File: src/rtl/vbw_pkg.sv
package vbw_pkg;

    localparam int WORD_W      = 32;
    localparam int BYTE_W      = 8;
    localparam int NUM_BYTES   = WORD_W / BYTE_W;
    localparam int BYTE_SEL_W  = $clog2(NUM_BYTES);
    localparam int BIT_SEL_W   = $clog2(BYTE_W);
    localparam int IDX_W       = BYTE_SEL_W + BIT_SEL_W;

    // window of bit positions written from each byte
    localparam int BIT_HI      = 6;
    localparam int BIT_LO      = 1;
    localparam int BITS_PER_BYTE = BIT_HI - BIT_LO + 1;
    localparam int BITS_PER_WORD = NUM_BYTES * BITS_PER_BYTE;

    typedef struct packed {
        logic [BYTE_SEL_W-1:0] byte_sel;
        logic [BIT_SEL_W-1:0]  bit_sel;
    } bit_pos_t;

    // position of the first bit of a burst
    function automatic bit_pos_t first_pos();
        bit_pos_t p;
        p.byte_sel = BYTE_SEL_W'(NUM_BYTES - 1);
        p.bit_sel  = BIT_SEL_W'(BIT_HI);
        return p;
    endfunction

    // flat bit index inside the word: byte*BYTE_W + bit
    function automatic logic [IDX_W-1:0] flat_index(bit_pos_t p);
        return {p.byte_sel, p.bit_sel};
    endfunction

endpackage

File: src/rtl/vbw_edge_detect.sv
module vbw_edge_detect (
    input  logic clk,
    input  logic rst,
    input  logic strobe_in,
    output logic strobe_prev,
    output logic fall_seen
);
    always_ff @(posedge clk) begin
        if (rst) strobe_prev <= 1'b0;
        else     strobe_prev <= strobe_in;
    end

    assign fall_seen = strobe_prev & ~strobe_in;
endmodule

File: src/rtl/vbw_sequencer.sv
module vbw_sequencer
    import vbw_pkg::*;
(
    input  logic     clk,
    input  logic     rst,
    input  logic     start,
    output logic     busy,
    output bit_pos_t pos
);
    localparam logic [BIT_SEL_W-1:0]  LAST_BIT  = BIT_SEL_W'(BIT_LO);
    localparam logic [BYTE_SEL_W-1:0] LAST_BYTE = '0;

    logic last_bit_of_byte;
    logic last_of_word;

    assign last_bit_of_byte = (pos.bit_sel == LAST_BIT);
    assign last_of_word     = last_bit_of_byte && (pos.byte_sel == LAST_BYTE);

    always_ff @(posedge clk) begin
        if (rst) begin
            busy <= 1'b0;
            pos  <= first_pos();
        end else if (!busy) begin
            if (start) begin
                busy <= 1'b1;
                pos  <= first_pos();
            end
        end else begin
            if (last_of_word) begin
                busy <= 1'b0;
                pos  <= first_pos();
            end else if (last_bit_of_byte) begin
                pos.byte_sel <= pos.byte_sel - 1'b1;
                pos.bit_sel  <= BIT_SEL_W'(BIT_HI);
            end else begin
                pos.bit_sel  <= pos.bit_sel - 1'b1;
            end
        end
    end
endmodule

File: src/rtl/vbw_addr_counter.sv
module vbw_addr_counter #(
    parameter int ADDR_W = 16
) (
    input  logic              clk,
    input  logic              rst,
    input  logic              step,
    output logic [ADDR_W-1:0] addr
);
    always_ff @(posedge clk) begin
        if (rst)       addr <= '0;
        else if (step) addr <= addr + 1'b1;
    end
endmodule

File: src/rtl/vram_bit_writer.sv
module vram_bit_writer
    import vbw_pkg::*;
#(
    parameter int ADDR_W = 16
) (
    input  logic              clk,
    input  logic              rst,
    input  logic              done_strobe,
    input  logic [31:0]       result_word,
    output logic              mem_we,
    output logic              mem_bit,
    output logic [ADDR_W-1:0] mem_addr,
    output logic              busy
);
    logic              strobe_prev;
    logic              fall_seen;
    logic              start;
    logic [WORD_W-1:0] word_q;
    bit_pos_t          pos;

    vbw_edge_detect u_edge (
        .clk         (clk),
        .rst         (rst),
        .strobe_in   (done_strobe),
        .strobe_prev (strobe_prev),
        .fall_seen   (fall_seen)
    );

    // edges during a burst are dropped
    assign start = fall_seen & ~busy;

    always_ff @(posedge clk) begin
        if (rst)        word_q <= '0;
        else if (start) word_q <= result_word;
    end

    vbw_sequencer u_seq (
        .clk   (clk),
        .rst   (rst),
        .start (start),
        .busy  (busy),
        .pos   (pos)
    );

    vbw_addr_counter #(.ADDR_W(ADDR_W)) u_addr (
        .clk  (clk),
        .rst  (rst),
        .step (busy),
        .addr (mem_addr)
    );

    assign mem_we  = busy;
    assign mem_bit = word_q[flat_index(pos)];
endmodule

File: config.mk
export PLATFORM = sky130hd
export DESIGN_NAME = vram_bit_writer
export DESIGN_NICKNAME = d
export VERILOG_FILES = /design/src/rtl/vbw_pkg.sv /design/src/rtl/vbw_edge_detect.sv /design/src/rtl/vbw_sequencer.sv /design/src/rtl/vbw_addr_counter.sv /design/src/rtl/vram_bit_writer.sv
export SDC_FILE = /design/constraint.sdc
export NUM_CORES = 1
export LEC_CHECK = 0
export BUFFER_PORTS_ARGS = -buffer_cell sky130_fd_sc_hd__buf_4
export CORE_ASPECT_RATIO = 2
export CORE_MARGIN = 3
export CORE_UTILIZATION = 58
export DETAILED_ROUTE_END_ITERATION = 16
export PLACE_DENSITY = 0.92
export SYNTH_ARGS = -nofsm -noshare
export SYNTH_HDL_FRONTEND = slang
export SYNTH_HIERARCHICAL = 1
export SYNTH_SLANG_ARGS = --single-unit
File: constraint.sdc
create_clock -name clk -period 2.5 [get_ports clk]
set_clock_uncertainty 0.05 [all_clocks]
set_input_delay 0.375 -clock clk [delete_from_list [all_inputs] [get_ports clk]]
set_output_delay 0.375 -clock clk [all_outputs]
set_load 0.05 [all_outputs]
-- Word level (Yosys, flattened, before mapping)
Cells that the tools add are included.
- add/sub/neg operators: 3
- multiply operators: 0
- div/mod/pow operators: 0
- order comparisons: 1
- eq/ne operators: 2
- shifts and indexed selects: 0
- mux-type cells: 10
- bitwise gates (word level): 4
- reduce and logical (&&, ||, !) cells: 4
- operators with widths (cell ; number):
    16-bit by 1-bit adder with 16-bit output, second input constant ; 1
    5-bit two-way mux ; 3
    5-bit by 6-bit < comparator with 1-bit output, second input constant ; 1
    1-bit binary-select mux with 5-bit select ; 1
    1-bit two-way mux ; 4
    3-bit by 1-bit equality test with 1-bit output, second input constant ; 1
    3-bit two-way mux ; 1
    3-bit inequality test, second input constant ; 1
    3-bit by 1-bit subtractor with 3-bit output, second input constant ; 1
    1-bit AND ; 2
    2-bit zero test ; 1
    2-bit two-way mux ; 1
    1-bit NOT ; 2
    2-bit AND reduction ; 1
    2-bit nonzero test ; 1
    2-bit by 1-bit subtractor with 2-bit output, second input constant ; 1
    1-bit logical AND ; 1
- bits in registers: 55
- bits in latches: 0
- RAM bits: 0
- bits in read-only memories: 0
- output and inout bits: 19
- word-level logic and storage cells: 30
- memories: 0

-- Longest topological paths before layout
- depth in word-level cells: 5
- gate-level depth with buffers: 8
- depth with buffers taken out: 6

-- Modules after synthesis
Netlist, hierarchy kept.
- by module, submodules not included (module ; instances ; cells each ; area each (µm²) ; sequential area each (µm²)):
    vram_bit_writer ; 1 ; 182 ; 1425.1 ; 640.6
    vbw_addr_counter ; 1 ; 83 ; 757.0 ; 320.3
    vbw_sequencer ; 1 ; 34 ; 321.6 ; 120.1
    vbw_edge_detect ; 1 ; 3 ; 35.0 ; 20.0

-- Least setup slack after synthesis
Ideal clock, no wire load.
- path kind: register -> register
- start point: register u_addr.addr[5]
- end point: register u_addr.addr[14]
- setup time: 121 ps
- arrival: 1927 ps
- path slack: 402 ps
- cell stages (with the launch flop): 5
- clock period less this slack: 2098 ps
- cell sequence: dfxtp_1 -> nand4_2 -> or2_2 -> nor4_1 -> mux2_2
- word-level cells in the longest chain between the ends: 1
- RTL lines (element ; line ; source):
    start, declared ; vbw_addr_counter.sv:7 ; output logic [ADDR_W-1:0] addr
    start signal, assigned ; vbw_addr_counter.sv:11 ; else if (step) addr <= addr + 1'b1;
    16-bit by 1-bit adder with 16-bit output ; vbw_addr_counter.sv:11 ;
Every way passes these cells.
A chain may end at the register's enable or synchronous reset.

-- Final worst setup path
- start point: register u_seq/pos[1] (netlist name)
- end point: output port mem_bit
- word-level cells in the longest chain between the ends: 2
- RTL lines (element ; line ; source):
    1-bit binary-select mux with 5-bit select ; vram_bit_writer.sv:53 ; assign mem_bit = word_q[flat_index(pos)];
    1-bit two-way mux (implied by the code) ; vram_bit_writer.sv:53 ;
    end, declared ; vram_bit_writer.sv:11 ; output logic mem_bit,
Every way passes these cells. The select of a mux whose other input is x is not followed.

==> flow_summary.rst <==
.. list-table::
   :header-rows: 1

   * - Metric
     - Value
   * - Crit-path leading delay family
     - compound AO/OA/AOI/OAI gates
   * - Horizontal die dimension
     - 52.8 um
   * - Number of buffers inserted by port buffering
     - 53
   * - Actual slew at the worst max-slew pin
     - 0.573 ns
   * - Number of detailed-routing iterations run before antenna repair
     - 4
   * - Max_cap viols
     - 0
   * - Die footprint
     - 5250 um^2
   * - Final critical delay including setup and external delays
     - 2.34 ns
   * - Commonest cells after routing, fill and taps aside
     - 79 x sky130_fd_sc_hd__nand2_1, 57 x sky130_fd_sc_hd__buf_4, 55 x sky130_fd_sc_hd__dfxtp_1, 41 x sky130_fd_sc_hd__a21oi_1
   * - Die height
     - 99.6 um
   * - Share of synthesized registers carrying an async set or reset
     - 0
   * - Dpl hpwl
     - 3990 um
   * - Outcome
     - finished clean
   * - Tightest hold margin
     - 0.232 ns
   * - Total Routing Usage GR
     - 0.223
   * - Clock tree from TritonCTS
     - yes
   * - RePlAce Congestion
     - 0.845
   * - CP Class
     - flip-flop to output port
   * - Final total power
     - 1.55 mW
   * - Post CTS Setup Buffer Count
     - 0
   * - Final-report hold violation count
     - 0
   * - CP max FO
     - 18
   * - Detailed router's first-iteration violation count
     - 44
   * - Setup total negative slack
     - 0 ns
   * - Internal reg-to-reg setup slack
     - 0.65 ns
   * - Number of synthesized register bits
     - 55
   * - Post-Syn Nets
     - 341
   * - Average cell area after synthesis
     - 8.41 um^2
   * - Via/cell ratio
     - 5.53
   * - Setup violators final
     - 0
   * - Worst rel slew slack
     - 0.618
   * - Dominant register cell in the synthesized netlist
     - sky130_fd_sc_hd__dfxtp_1
   * - Most frequent standard cell in the layout excluding fill and tap cells
     - sky130_fd_sc_hd__nand2_1
   * - Number of warnings reported in the yosys synthesis log
     - 6
   * - Master of the slowest instance on the critical path
     - sky130_fd_sc_hd__a311o_1
   * - CP Buf/Inv Count
     - 2
   * - Static leakage power
     - 1.32 nW
   * - Fraction of final layout cells with drive strength greater than 1
     - 0.217
   * - Final slew viol count
     - 0
   * - Post-synth top area cell
     - sky130_fd_sc_hd__dfxtp_1
   * - Share of the clock period used by the worst path after layout
     - 0.935
   * - Bufs on Longest Clock Path
     - 2
   * - Detailed Route WL
     - 5430 um
   * - Top achievable clock speed
     - 428 MHz
   * - Area of the mapped netlist
     - 2540 um^2
   * - Startpoint kind of the worst setup timing path
     - flip-flop
   * - Critical Path Max Stage Delay
     - 0.34 ns
   * - Sort of element at the end of the critical path
     - output port
   * - Insertion delay of the later-clocked pin in the worst-skew pair
     - 0.31 ns
   * - Pin count of the biggest net entering global routing
     - 61
   * - Via count
     - 2222
   * - Total CTS buffers
     - 5
   * - Data arrival, critical path
     - 1.91 ns
   * - Area inside the core boundary
     - 4170 um^2
   * - Maximum resistive drop on vdd
     - 0.553 mV
   * - Via count of the first global-routing pass
     - 2161
   * - Class of the most critical hold timing path
     - input port to flip-flop
   * - Count of standard-cell rows
     - 33
   * - Detailed-route DRC error count
     - 0
   * - Number of top-level pins
     - 54
   * - Cell variety after synth
     - 47
   * - Net count of the finished layout
     - 388
   * - # diodes
     - 0
   * - Wirelength per Cell
     - 13.5 um
   * - Register area share after synthesis
     - 0.434
   * - Data required, critical path
     - 2.08 ns
   * - Deepest level of the CTS H-tree
     - 2
   * - Area growth from synthesis to final layout
     - 18.7%
   * - Clock root buffer
     - sky130_fd_sc_hd__clkbuf_8
   * - Yosys top cell area share
     - 0.434
   * - Largest cells by area after synthesis
     - sky130_fd_sc_hd__dfxtp_1 43%, sky130_fd_sc_hd__nand2_1 12%, sky130_fd_sc_hd__a21oi_1 8.1%
   * - Initial Util
     - 0.609
   * - # hold bufs at CTS
     - 0
   * - Clock-pin slew on the worst setup and hold paths
     - 0.10 ns
   * - Power Density
     - 514 nW/um^2
   * - Wire length of the first global-routing pass
     - 9050 um
   * - RSZ-0062 raised after global routing
     - false
   * - CP most frequent cell
     - sky130_fd_sc_hd__buf_4
   * - Congestion Overflow GR
     - 0
   * - Number of instances resized during post-cts repair
     - 0
   * - # clock sinks
     - 55
   * - Number of enable-type register cells in the synthesized netlist
     - 0
   * - Worst-path cell chain
     - buf_4 -> mux2i_1 -> a22oi_1 -> nand4b_1 -> a21oi_1 -> a311o_1 -> buf_4
   * - Number of antenna-violating nets in the routed design
     - 0
   * - Initial antenna violation count
     - 0
   * - Gate Count Post-Synth
     - 302
[synthesized netlist by cell type, types with 2 or more instances]
library cell,instances
sky130_fd_sc_hd__nor4_1,3
sky130_fd_sc_hd__nor2_1,17
sky130_fd_sc_hd__mux2_2,2
sky130_fd_sc_hd__o32a_1,2
sky130_fd_sc_hd__dfxtp_1,55
sky130_fd_sc_hd__nor3_1,4
sky130_fd_sc_hd__clkbuf_1,10
sky130_fd_sc_hd__nand3_1,6
sky130_fd_sc_hd__a22oi_1,4
sky130_fd_sc_hd__inv_1,6
sky130_fd_sc_hd__ha_1,4
sky130_fd_sc_hd__nand2_1,79
sky130_fd_sc_hd__xor2_1,4
sky130_fd_sc_hd__nand2b_1,5
sky130_fd_sc_hd__buf_6,2
sky130_fd_sc_hd__mux2i_1,17
sky130_fd_sc_hd__or3_1,2
sky130_fd_sc_hd__a21oi_1,41
sky130_fd_sc_hd__xnor2_1,6
sky130_fd_sc_hd__nor2b_1,4
sky130_fd_sc_hd__buf_2,3
[area by class of cell]
cell class | count | area, um^2
clock buffer | 5 | 68.8
sequential | 55 | 1100
clock inverter | 3 | 15.0
multi-input combinational | 223 | 1310
tap | 52 | 65.1
inverter | 7 | 26.3
timing repair buffer | 57 | 428
fill | 337 | 1160
[kinds of logic after synthesis]
| kind of cell | synth area share |
|---|---|
| multiplexers | 0.0759 |
| buffers and inverters | 0.0508 |
| flip-flops | 0.434 |
| XOR/XNOR | 0.0345 |
| AND/OR/NAND/NOR | 0.260 |
| AO/OA/AOI/OAI | 0.125 |
| adder cells (fa/ha/maj) | 0.0197 |
[metrics by stage]
| stage | worst slack (ns) | std cells | area (um^2) | utilization |
|---|---|---|---|---|
| after global placement | 0.531 | 394 | 2930 | 0.702 |
| final | 0.163 | 402 | 3010 | 0.722 |
| after floorplan | 0.402 | 302 | 2540 | - |
| after global routing | 0.0292 | 402 | 3010 | 0.722 |
| after CTS | 0.160 | 402 | 3010 | 0.722 |
| after detailed placement | 0.513 | 394 | 2930 | 0.702 |
[power by group]
group          switching, mW  internal (mW)
Combinational         0.0907         0.0786
Sequential            0.0165          0.898
Clock                  0.274          0.192
Total                  0.381           1.17
[flip-flops by register name (all words and copies together) (netlist names)]
register,cells
u_seq/pos,5
word_q,32
u_edge/strobe_prev,1
u_addr/addr,16
u_seq/busy,1
[routing by layer]
layer,up-vias,wire length (um),GRT usage
met2,65,3070,0.412
met1,1028,1990,0.232
met5,-,0,0
met3,15,220,0.0375
met4,0,151,0.0965
li1,1114,-,-
[worst paths after layout]
| kind | to | from | cells past startpoint |
|---|---|---|---|
| max | mem_bit | u_seq/pos[1] | 7 |
| min | u_edge/strobe_prev | done_strobe | 2 |
| max reg2reg | u_addr/addr[14] | u_addr/addr[6] | 4 |
| min reg2reg | word_q[3] | word_q[3] | 2 |
Power figures use the tool's default switching activity.
